$ cat src/rtl/sirq_pkg.sv
`timescale 1ns/1ps
package sirq_pkg;
  localparam int ADDR_W = 10;
  localparam int WORD_W = 32;

  localparam logic [ADDR_W-1:0] OFS_CONFIG = 10'h000;
  localparam logic [ADDR_W-1:0] OFS_EDGE   = 10'h001;
  localparam logic [ADDR_W-1:0] OFS_POL    = 10'h010;
  localparam logic [ADDR_W-1:0] OFS_TRIG   = 10'h018;
  localparam logic [ADDR_W-1:0] OFS_DUAL   = 10'h020;
  localparam logic [ADDR_W-1:0] OFS_MASK   = 10'h028;
  localparam logic [ADDR_W-1:0] OFS_SMASK  = 10'h030;
  localparam logic [ADDR_W-1:0] OFS_RMASK  = 10'h038;
  localparam logic [ADDR_W-1:0] OFS_PEND   = 10'h040;
  localparam logic [ADDR_W-1:0] OFS_ROUTE  = 10'h100;

  function automatic logic [ADDR_W-1:0] word_addr(input logic [ADDR_W-1:0] base,
                                                  input int idx);
    return base + ADDR_W'(idx);
  endfunction

  function automatic logic [WORD_W-1:0] cfg_word(input int nsrc, input int ncore);
    return {12'd0, 4'(ncore - 1), 8'd0, 8'(nsrc / 8 - 1)};
  endfunction
endpackage

$ cat src/rtl/sirq_regfile.sv
`timescale 1ns/1ps
module sirq_regfile import sirq_pkg::*; #(
  parameter int NUM_SRC  = 64,
  parameter int NUM_CORE = 4,
  localparam int CORE_W  = (NUM_CORE > 1) ? $clog2(NUM_CORE) : 1,
  localparam int NWORD   = NUM_SRC / WORD_W
) (
  input  logic                           clk,
  input  logic                           rst_n,
  input  logic                           we,
  input  logic [ADDR_W-1:0]              addr,
  input  logic [WORD_W-1:0]              wdata,
  output logic [NUM_SRC-1:0]             pol_o,
  output logic [NUM_SRC-1:0]             trig_o,
  output logic [NUM_SRC-1:0]             dual_o,
  output logic [NUM_SRC-1:0]             mask_o,
  output logic [NUM_SRC-1:0]             rvld_o,
  output logic [NUM_SRC-1:0][CORE_W-1:0] rcore_o,
  output logic [NUM_SRC-1:0]             eset_o,
  output logic [NUM_SRC-1:0]             eclr_o
);
  logic [NUM_SRC-1:0]             pol_q, pol_d, trig_q, trig_d, dual_q, dual_d;
  logic [NUM_SRC-1:0]             mask_q, mask_d, rvld_q, rvld_d;
  logic [NUM_SRC-1:0][CORE_W-1:0] rcore_q, rcore_d;

  // next-state: bank writes, write-one mask ports, route words, edge command
  always_comb begin
    pol_d   = pol_q;
    trig_d  = trig_q;
    dual_d  = dual_q;
    mask_d  = mask_q;
    rvld_d  = rvld_q;
    rcore_d = rcore_q;
    eset_o  = '0;
    eclr_o  = '0;
    if (we) begin
      for (int w = 0; w < NWORD; w++) begin
        if (addr == word_addr(OFS_POL, w))   pol_d[w*WORD_W +: WORD_W]  = wdata;
        if (addr == word_addr(OFS_TRIG, w))  trig_d[w*WORD_W +: WORD_W] = wdata;
        if (addr == word_addr(OFS_DUAL, w))  dual_d[w*WORD_W +: WORD_W] = wdata;
        if (addr == word_addr(OFS_SMASK, w))
          mask_d[w*WORD_W +: WORD_W] = mask_q[w*WORD_W +: WORD_W] | wdata;
        if (addr == word_addr(OFS_RMASK, w))
          mask_d[w*WORD_W +: WORD_W] = mask_q[w*WORD_W +: WORD_W] & ~wdata;
      end
      for (int s = 0; s < NUM_SRC; s++) begin
        if (addr == word_addr(OFS_ROUTE, s)) begin
          rvld_d[s]  = wdata[WORD_W-1];
          rcore_d[s] = wdata[CORE_W-1:0];
        end
        if (addr == OFS_EDGE && wdata[7:0] == 8'(s)) begin
          eset_o[s] = wdata[WORD_W-1];
          eclr_o[s] = ~wdata[WORD_W-1];
        end
      end
    end
  end

  always_ff @(posedge clk or negedge rst_n) begin
    if (!rst_n) begin
      pol_q   <= '0;
      trig_q  <= '0;
      dual_q  <= '0;
      mask_q  <= '0;
      rvld_q  <= '0;
      rcore_q <= '0;
    end else if (we) begin
      pol_q   <= pol_d;
      trig_q  <= trig_d;
      dual_q  <= dual_d;
      mask_q  <= mask_d;
      rvld_q  <= rvld_d;
      rcore_q <= rcore_d;
    end
  end

  assign pol_o   = pol_q;
  assign trig_o  = trig_q;
  assign dual_o  = dual_q;
  assign mask_o  = mask_q;
  assign rvld_o  = rvld_q;
  assign rcore_o = rcore_q;
endmodule

$ cat src/rtl/sirq_sense.sv
`timescale 1ns/1ps
module sirq_sense #(
  parameter int NUM_SRC = 64
) (
  input  logic               clk,
  input  logic               rst_n,
  input  logic [NUM_SRC-1:0] src_i,
  input  logic [NUM_SRC-1:0] pol_i,
  input  logic [NUM_SRC-1:0] trig_i,
  input  logic [NUM_SRC-1:0] dual_i,
  input  logic [NUM_SRC-1:0] eset_i,
  input  logic [NUM_SRC-1:0] eclr_i,
  output logic [NUM_SRC-1:0] pend_o
);
  for (genvar s = 0; s < NUM_SRC; s++) begin : g_src
    logic prev_q, edge_q, edge_d;
    logic active, prev_active, hit;

    always_comb begin
      active      = src_i[s] ^ pol_i[s];
      prev_active = prev_q ^ pol_i[s];
      hit         = dual_i[s] ? (src_i[s] ^ prev_q) : (active & ~prev_active);
      // a new transition wins over a same-cycle acknowledge
      edge_d      = trig_i[s] & ((edge_q & ~eclr_i[s]) | hit | eset_i[s]);
    end

    always_ff @(posedge clk or negedge rst_n) begin
      if (!rst_n) begin
        prev_q <= 1'b0;
        edge_q <= 1'b0;
      end else begin
        prev_q <= src_i[s];
        edge_q <= edge_d;
      end
    end

    assign pend_o[s] = trig_i[s] ? edge_q : active;
  end
endmodule

$ cat src/rtl/sirq_route.sv
`timescale 1ns/1ps
module sirq_route #(
  parameter int NUM_SRC  = 64,
  parameter int NUM_CORE = 4,
  localparam int CORE_W  = (NUM_CORE > 1) ? $clog2(NUM_CORE) : 1
) (
  input  logic                           clk,
  input  logic                           rst_n,
  input  logic [NUM_SRC-1:0]             pend_i,
  input  logic [NUM_SRC-1:0]             mask_i,
  input  logic [NUM_SRC-1:0]             rvld_i,
  input  logic [NUM_SRC-1:0][CORE_W-1:0] rcore_i,
  output logic [NUM_CORE-1:0]            irq_o
);
  logic [NUM_CORE-1:0] irq_d, irq_q;
  logic [NUM_SRC-1:0]  live;

  assign live = pend_i & mask_i & rvld_i;

  for (genvar c = 0; c < NUM_CORE; c++) begin : g_core
    logic [NUM_SRC-1:0] aimed;
    always_comb begin
      for (int s = 0; s < NUM_SRC; s++)
        aimed[s] = (rcore_i[s] == CORE_W'(c));
    end
    assign irq_d[c] = |(live & aimed);
  end

  always_ff @(posedge clk or negedge rst_n) begin
    if (!rst_n) irq_q <= '0;
    else        irq_q <= irq_d;
  end

  assign irq_o = irq_q;
endmodule

$ cat src/rtl/sirq_router.sv
`timescale 1ns/1ps
module sirq_router import sirq_pkg::*; #(
  parameter int NUM_SRC  = 64,
  parameter int NUM_CORE = 4
) (
  input  logic                clk,
  input  logic                rst_n,
  input  logic [NUM_SRC-1:0]  src_i,
  input  logic                reg_we,
  input  logic                reg_re,
  input  logic [ADDR_W-1:0]   reg_addr,
  input  logic [WORD_W-1:0]   reg_wdata,
  output logic [WORD_W-1:0]   reg_rdata,
  output logic [NUM_CORE-1:0] core_irq_o
);
  localparam int CORE_W = (NUM_CORE > 1) ? $clog2(NUM_CORE) : 1;
  localparam int NWORD  = NUM_SRC / WORD_W;
  localparam logic [WORD_W-1:0] CFG = cfg_word(NUM_SRC, NUM_CORE);

  logic [NUM_SRC-1:0]             pol, trig, dual, mask, rvld, eset, eclr, pend;
  logic [NUM_SRC-1:0][CORE_W-1:0] rcore;
  logic [WORD_W-1:0]              rdata_d, rdata_q;

  sirq_regfile #(.NUM_SRC(NUM_SRC), .NUM_CORE(NUM_CORE)) u_regs (
    .clk(clk), .rst_n(rst_n), .we(reg_we), .addr(reg_addr), .wdata(reg_wdata),
    .pol_o(pol), .trig_o(trig), .dual_o(dual), .mask_o(mask),
    .rvld_o(rvld), .rcore_o(rcore), .eset_o(eset), .eclr_o(eclr)
  );

  sirq_sense #(.NUM_SRC(NUM_SRC)) u_sense (
    .clk(clk), .rst_n(rst_n), .src_i(src_i), .pol_i(pol), .trig_i(trig),
    .dual_i(dual), .eset_i(eset), .eclr_i(eclr), .pend_o(pend)
  );

  sirq_route #(.NUM_SRC(NUM_SRC), .NUM_CORE(NUM_CORE)) u_route (
    .clk(clk), .rst_n(rst_n), .pend_i(pend), .mask_i(mask), .rvld_i(rvld),
    .rcore_i(rcore), .irq_o(core_irq_o)
  );

  // read mux
  always_comb begin
    rdata_d = '0;
    if (reg_addr == OFS_CONFIG) rdata_d = CFG;
    for (int w = 0; w < NWORD; w++) begin
      if (reg_addr == word_addr(OFS_POL, w))  rdata_d = pol[w*WORD_W +: WORD_W];
      if (reg_addr == word_addr(OFS_TRIG, w)) rdata_d = trig[w*WORD_W +: WORD_W];
      if (reg_addr == word_addr(OFS_DUAL, w)) rdata_d = dual[w*WORD_W +: WORD_W];
      if (reg_addr == word_addr(OFS_MASK, w)) rdata_d = mask[w*WORD_W +: WORD_W];
      if (reg_addr == word_addr(OFS_PEND, w)) rdata_d = pend[w*WORD_W +: WORD_W];
    end
    for (int s = 0; s < NUM_SRC; s++) begin
      if (reg_addr == word_addr(OFS_ROUTE, s))
        rdata_d = {rvld[s], {(WORD_W-1-CORE_W){1'b0}}, rcore[s]};
    end
  end

  always_ff @(posedge clk or negedge rst_n) begin
    if (!rst_n)      rdata_q <= '0;
    else if (reg_re) rdata_q <= rdata_d;
  end

  assign reg_rdata = rdata_q;
endmodule

$ cat config.mk
export PLATFORM = sky130hd
export DESIGN_NAME = sirq_router
export DESIGN_NICKNAME = d
export VERILOG_FILES = /design/src/rtl/sirq_pkg.sv /design/src/rtl/sirq_regfile.sv /design/src/rtl/sirq_sense.sv /design/src/rtl/sirq_route.sv /design/src/rtl/sirq_router.sv
export SDC_FILE = /design/constraint.sdc
export NUM_CORES = 1
export LEC_CHECK = 0
export BUFFER_PORTS_ARGS = -buffer_cell sky130_fd_sc_hd__buf_4
export CORE_ASPECT_RATIO = 0.9
export CORE_MARGIN = 3
export CORE_UTILIZATION = 56
export DETAILED_ROUTE_END_ITERATION = 16
export PLACE_DENSITY = 0.76
export SYNTH_ARGS = -nofsm -noshare
export SYNTH_HDL_FRONTEND = slang
export SYNTH_SLANG_ARGS = --single-unit
$ cat constraint.sdc
create_clock -name clk -period 2.2 [get_ports clk]
set_clock_uncertainty 0.2 [all_clocks]
set_input_delay 0 -clock clk [delete_from_list [all_inputs] [get_ports clk]]
set_output_delay 0 -clock clk [all_outputs]
set_load 0.1 [all_outputs]
==> metrics.yaml, run 1 <==
outcome:
  status: "aborted with a tool error"
  haltStage: "5_1_grt"
  error_line: "[ERROR GRT-0116] Global routing finished with congestion. Check the congestion regions in the DRC Viewer."
floorplanning:
  std_cell_rows: 83
  io_pins: 146
  die_w_um: 262
  start_util: 0.571
  die_h_um: 236
yosys:
  synth_edf_count: 0
  syn_nets: 3497
  synth_flop_cell: "dfrtp_1"
  seq_area_frac_synth: 0.465
  synth_warnings: 0
  synth_cell_type_count: 84
  async_flop_share: 1.00
  synthCells: 3387
  syn_area_mm2: 0.0329
  postSynthAreaPerCell_um2: 9.72
  ys_seq_elements: 612
placed_design:
  dp.final_hpwl_mm: 134
  gp_congestion: 1.16
  io_buffer_count: 145
  pre_cts_slack_ns: -1.12
global_routing:
  grt_pass1_wl_mm: 346
  grt_use_total: 0.775
  grt_start_max_net_pins: 84
  grt_pass1_vias: 46500
  overflow: 272
clock_tree:
  clockBufferDepth: 3
  cts_inserted_buffers: 60
  cts.sinks: 612
  htree_num_levels: 2
  root_buffer: "clkbuf_16"
cells in the mapped netlist, types with 21 or more instances:
cell type | n | area, um^2
nor3_1 | 79 | 395
mux2_2 | 377 | 4250
o22ai_1 | 38 | 238
a221oi_1 | 24 | 210
nor4_1 | 27 | 169
a222oi_1 | 33 | 330
and3_1 | 21 | 131
dfrtp_1 | 612 | 15300
nor2_1 | 172 | 646
a22oi_1 | 54 | 405
a21boi_0 | 59 | 443
nand4_1 | 35 | 219
o211ai_1 | 22 | 165
a22o_1 | 29 | 254
a21oi_1 | 274 | 1370
buf_2 | 53 | 265
nor3b_1 | 29 | 218
clkbuf_1 | 129 | 484
a211oi_1 | 28 | 210
nand2_1 | 322 | 1210
xnor2_1 | 51 | 447
nand3_1 | 131 | 656
a31oi_1 | 83 | 519
inv_1 | 111 | 417
o21ai_0 | 298 | 1490
metal layers:
| metal | GRT overflow | track usage |
|---|---|---|
| met5 | 2 | 0.421 |
| met1 | 17 | 0.827 |
| met2 | 134 | 0.870 |
| met3 | 21 | 0.688 |
| met4 | 98 | 0.666 |
through the flow:
stage	hold WS, ns	area (um^2)	instances	setup TNS [ns]
3_5_place_dp	-0.244	41400	4958	-74.52
3_3_place_gp	-0.249	41400	4958	-59.72
2_1_floorplan	-0.496	32900	3387	0
4_1_cts	0.000153	46100	5276	-2.39
cell families after synthesis:
| family | after synthesis | synth area share |
|---|---|---|
| AOI/OAI and AO/OA | 1071 | 0.205 |
| and+or+nand+nor | 919 | 0.134 |
| DFF | 612 | 0.465 |
| muxes | 407 | 0.139 |
| buffers and inverters | 314 | 0.0389 |
| xor gates and xnor gates | 64 | 0.0170 |
repair_timing:
item,in CTS
buffers inserted,12
pin swaps,46
hold buffers,200
resized for setup,118
hold endpoints to repair,1158
setup endpoints to repair,9
==> run 2: changes to the inputs <==
--- a/config.mk
+++ b/config.mk
@@ -6,11 +6,10 @@
 export NUM_CORES = 1
 export LEC_CHECK = 0
 export BUFFER_PORTS_ARGS = -buffer_cell sky130_fd_sc_hd__buf_4
-export CORE_ASPECT_RATIO = 0.9
 export CORE_MARGIN = 3
-export CORE_UTILIZATION = 56
+export CORE_UTILIZATION = 40
 export DETAILED_ROUTE_END_ITERATION = 16
-export PLACE_DENSITY = 0.76
+export PLACE_DENSITY_LB_ADDON = 0.15
 export SYNTH_ARGS = -nofsm -noshare
 export SYNTH_HDL_FRONTEND = slang
 export SYNTH_SLANG_ARGS = --single-unit
==> constraint.sdc (replaced) <==
create_clock -name clk -period 2.86 [get_ports clk]
set_clock_uncertainty 0.2 [all_clocks]
set_input_delay 0 -clock clk [delete_from_list [all_inputs] [get_ports clk]]
set_output_delay 0 -clock clk [all_outputs]
set_load 0.1 [all_outputs]
==> metrics.yaml, run 2 <==
sta:
  setup_viol: 1
  finalMaxSlewViolations: 0
  min_period_ns: 2.88
  fin_crit_sh: 1.01
  hold_viol: 0
  setup_ws_ns: -0.0234
  grt_setup_unrepaired: "no"
  relSlewSlack: 0.258
  hold_slack_ns: 0.00551
  worst_pin_slew_ns: 1.11
  fmax_mhz: 347
placed_design:
  dp.final_hpwl_mm: 141
  io_buffer_count: 145
  placed_area_mm2: 0.0386
  gp_congestion: 1.13
  placed_cells: 4848
yosys:
  synthCells: 3387
  synth_cell_type_count: 84
  synth.largest_area_cell: "dfrtp_1"
  syn_nets: 3497
  ys_seq_elements: 612
  syn_area_mm2: 0.0329
  synth.most_common_cell: "dfrtp_1"
  synth_edf_count: 0
  async_flop_share: 1.00
  synthTopCellsByCount: "dfrtp_1, mux2_2, nand2_1, o21ai_0, a21oi_1"
  postSynthAreaPerCell_um2: 9.72
  seq_area_frac_synth: 0.465
  yosysTopAreaCellShare: 0.465
  synth_flop_cell: "dfrtp_1"
  synth_area_leaders: "dfrtp_1, mux2_2, o21ai_0, a21oi_1, nand2_1"
  synth_warnings: 0
drt:
  drt_first_pass_iters: 9
  num_vias: 33300
  drt-initial-drc-count: 4078
  wire_per_inst_um: 35.4
  ant_nets: 0
  via_per_inst: 6.41
  drcViolationCount: 0
  routed_wl_mm: 184
critical_path:
  crit_path_start_kind: "flop"
  critical_path.max_stage_delay_ns: 0.64
  crit_fanout: 3
  crit_type: "reg -> reg"
  worst_r2r_startpoint: "u_regs.pol_o[6]"
  crit_family: "simple AND/OR/NAND/NOR gates"
  required_ns: 3.16
  worst-path-buf-inv: 1
  crit_arrival_ns: 3.18
  crit_path_cell_trace: "xnor2_1, o21ai_1, nand3_1, nor3_1, nor4_1, buf_4, nand4_1, or4_1"
  r2r.worst_path.cells: 8
  cp-end-kind: "flop"
  cpMaxStageDelayCell: "or4_1"
  rrSetupSlack_ns: -0.02
  critical_path.reg2reg.endpoint: "u_route.irq_o[0]"
pwr:
  share_comb_of_total_power: 0.090
  swShare: 0.258
  clock_power_share: 0.466
  p_seq_frac: 0.444
  switchingPower_mw: 5.25
  internal_power_mw: 15.1
  p_per_area_mw_per_mm2: 470
  peakVddDrop_uv: 595
  leakage_nw: 19.8
cells_and_area:
  area_growth_pct: 31.5
  fin_nets: 4189
  layoutNonFillerInstCount: 5198
  drive_gt1_frac: 0.284
  layout_common_cells: "dfrtp_1, buf_4, mux2_2, nand2_1, o21ai_0"
  fin_area_mm2: 0.0433
  layout_commonest_cell: "dfrtp_1"
clock_tree:
  cts.sinks: 612
  clk_latency_ns: 0.65
  tritoncts: "yes"
  clockBufferDepth: 3
  cts_inserted_buffers: 73
  clkTransAtPathRegs_ns: 0.06
  root_buffer: "clkbuf_16"
  htree_num_levels: 3
floorplanning:
  io_pins: 146
  core_mm2: 0.0811
  die_w_um: 293
  start_util: 0.406
  std_cell_rows: 104
  die_h_um: 293
  fp.dieArea_mm2: 0.0858
global_routing:
  overflow: 0
  grt_start_max_net_pins: 76
  grt_use_total: 0.424
  grt_pass1_wl_mm: 255
  grt_pass1_vias: 32300
  antenna_found_initial: 12
outcome:
  status: "finished, violations left"
  violations: "negative setup slack"
flow_run:
  drv_cap: 0
worst_hold_path:
  worstHoldPathCells: 3
  hp-start: "reg_wdata[30]"
  hold_class: "in -> reg"
==> run 2: what timing repair did <==
| action | 4_1_cts | 5_1_grt |
|---|---|---|
| pin swaps | 0 | 7 |
| hold buffers | 210 | 0 |
| setup buffers | 2 | 4 |
| endpoints found under the setup margin | 2 | 15 |
| hold endpoints to repair | 1081 | 0 |
| resized for setup | 6 | 24 |
==> run 2: how the worst max path moves through the flow <==
stage / from / to / slack [ns] / cells after the start
global placement: u_regs.pol_o[23] / u_route.irq_o[2] / -0.26 / 7
detailed placement: u_regs.pol_o[23] / u_route.irq_o[2] / -0.37 / 7
floorplan: u_regs.pol_o[30] / u_route.irq_o[2] / 0.65 / 7
finish: u_regs.pol_o[6] / u_route.irq_o[0] / -0.02 / 8
global route: u_regs.pol_o[30] / u_route.irq_o[0] / 0.002 / 8
CTS: u_regs.pol_o[51] / u_route.irq_o[3] / 0.004 / 11
==> run 2: per-stage QoR <==
| stage | utilization | power, mW | TNS, ns | setup WS, ns |
|---|---|---|---|---|
| after detailed placement | 0.476 | 10.7 | -1.52 | -0.365 |
| after global placement | 0.476 | 10.7 | -0.961 | -0.260 |
| after global routing | 0.534 | 21.0 | 0 | 0.00186 |
| final | 0.534 | 20.4 | -0.0234 | -0.0234 |
| after CTS | 0.533 | 20.4 | 0 | 0.00445 |
| after floorplan | - | 9.69 | 0 | 0.652 |
==> run 2: power by group through the flow <==
stage	sequential [mW]	clock (mW)	combinational (mW)
floorplan	9.11	0	0.581
global placement	9.18	0	1.53
detailed placement	9.18	0	1.53
CTS	9.03	9.61	1.79
global route	9.05	9.97	1.93
finish	9.04	9.49	1.82
==> run 2: worst reg2reg max path: cells and delay by family, from the launching register on <==
kind | cells | cell delay (ns)
AND/OR/NAND/NOR | 5 | 1.59
flip-flops | 1 | 0.39
AO/OA/AOI/OAI | 1 | 0.21
buffers and inverters | 1 | 0.20
XOR/XNOR | 1 | 0.16
==> run 2: cell families (layout without fill, tap and decap cells) <==
| group | Yosys count | count (layout) | synth area share |
|---|---|---|---|
| AO/OA/AOI/OAI | 1071 | 1071 | 0.205 |
| AND/OR/NAND/NOR | 919 | 919 | 0.134 |
| flip-flops | 612 | 612 | 0.465 |
| multiplexers | 407 | 407 | 0.139 |
| buffers and inverters | 314 | 1059 | 0.0389 |
| XOR/XNOR | 64 | 64 | 0.0170 |
| other | 0 | 6 | 0 |
==> run 2: layout make-up <==
type,instances,area (um^2)
Fill cell,7441,37800
Multi-Input combinational cell,2461,16600
Sequential cell,612,15300
Timing Repair Buffer,819,7260
Clock buffer,106,2120
Tap cell,1060,1330
Inverter,112,420
Clock inverter,22,279
Antenna cell,6,15.0
==> run 2: routing by layer <==
layer / up-vias / share of wire / track usage / routed length, um
li1: 14000 / - / - / -
met1: 16900 / 0.41 / 0.564 / 74900
met2: 1918 / 0.43 / 0.634 / 78900
met3: 497 / 0.091 / 0.0953 / 16800
met4: 4 / 0.074 / 0.254 / 13500
met5: - / 0.00014 / 0 / 25
Power figures use the tool's default switching activity.
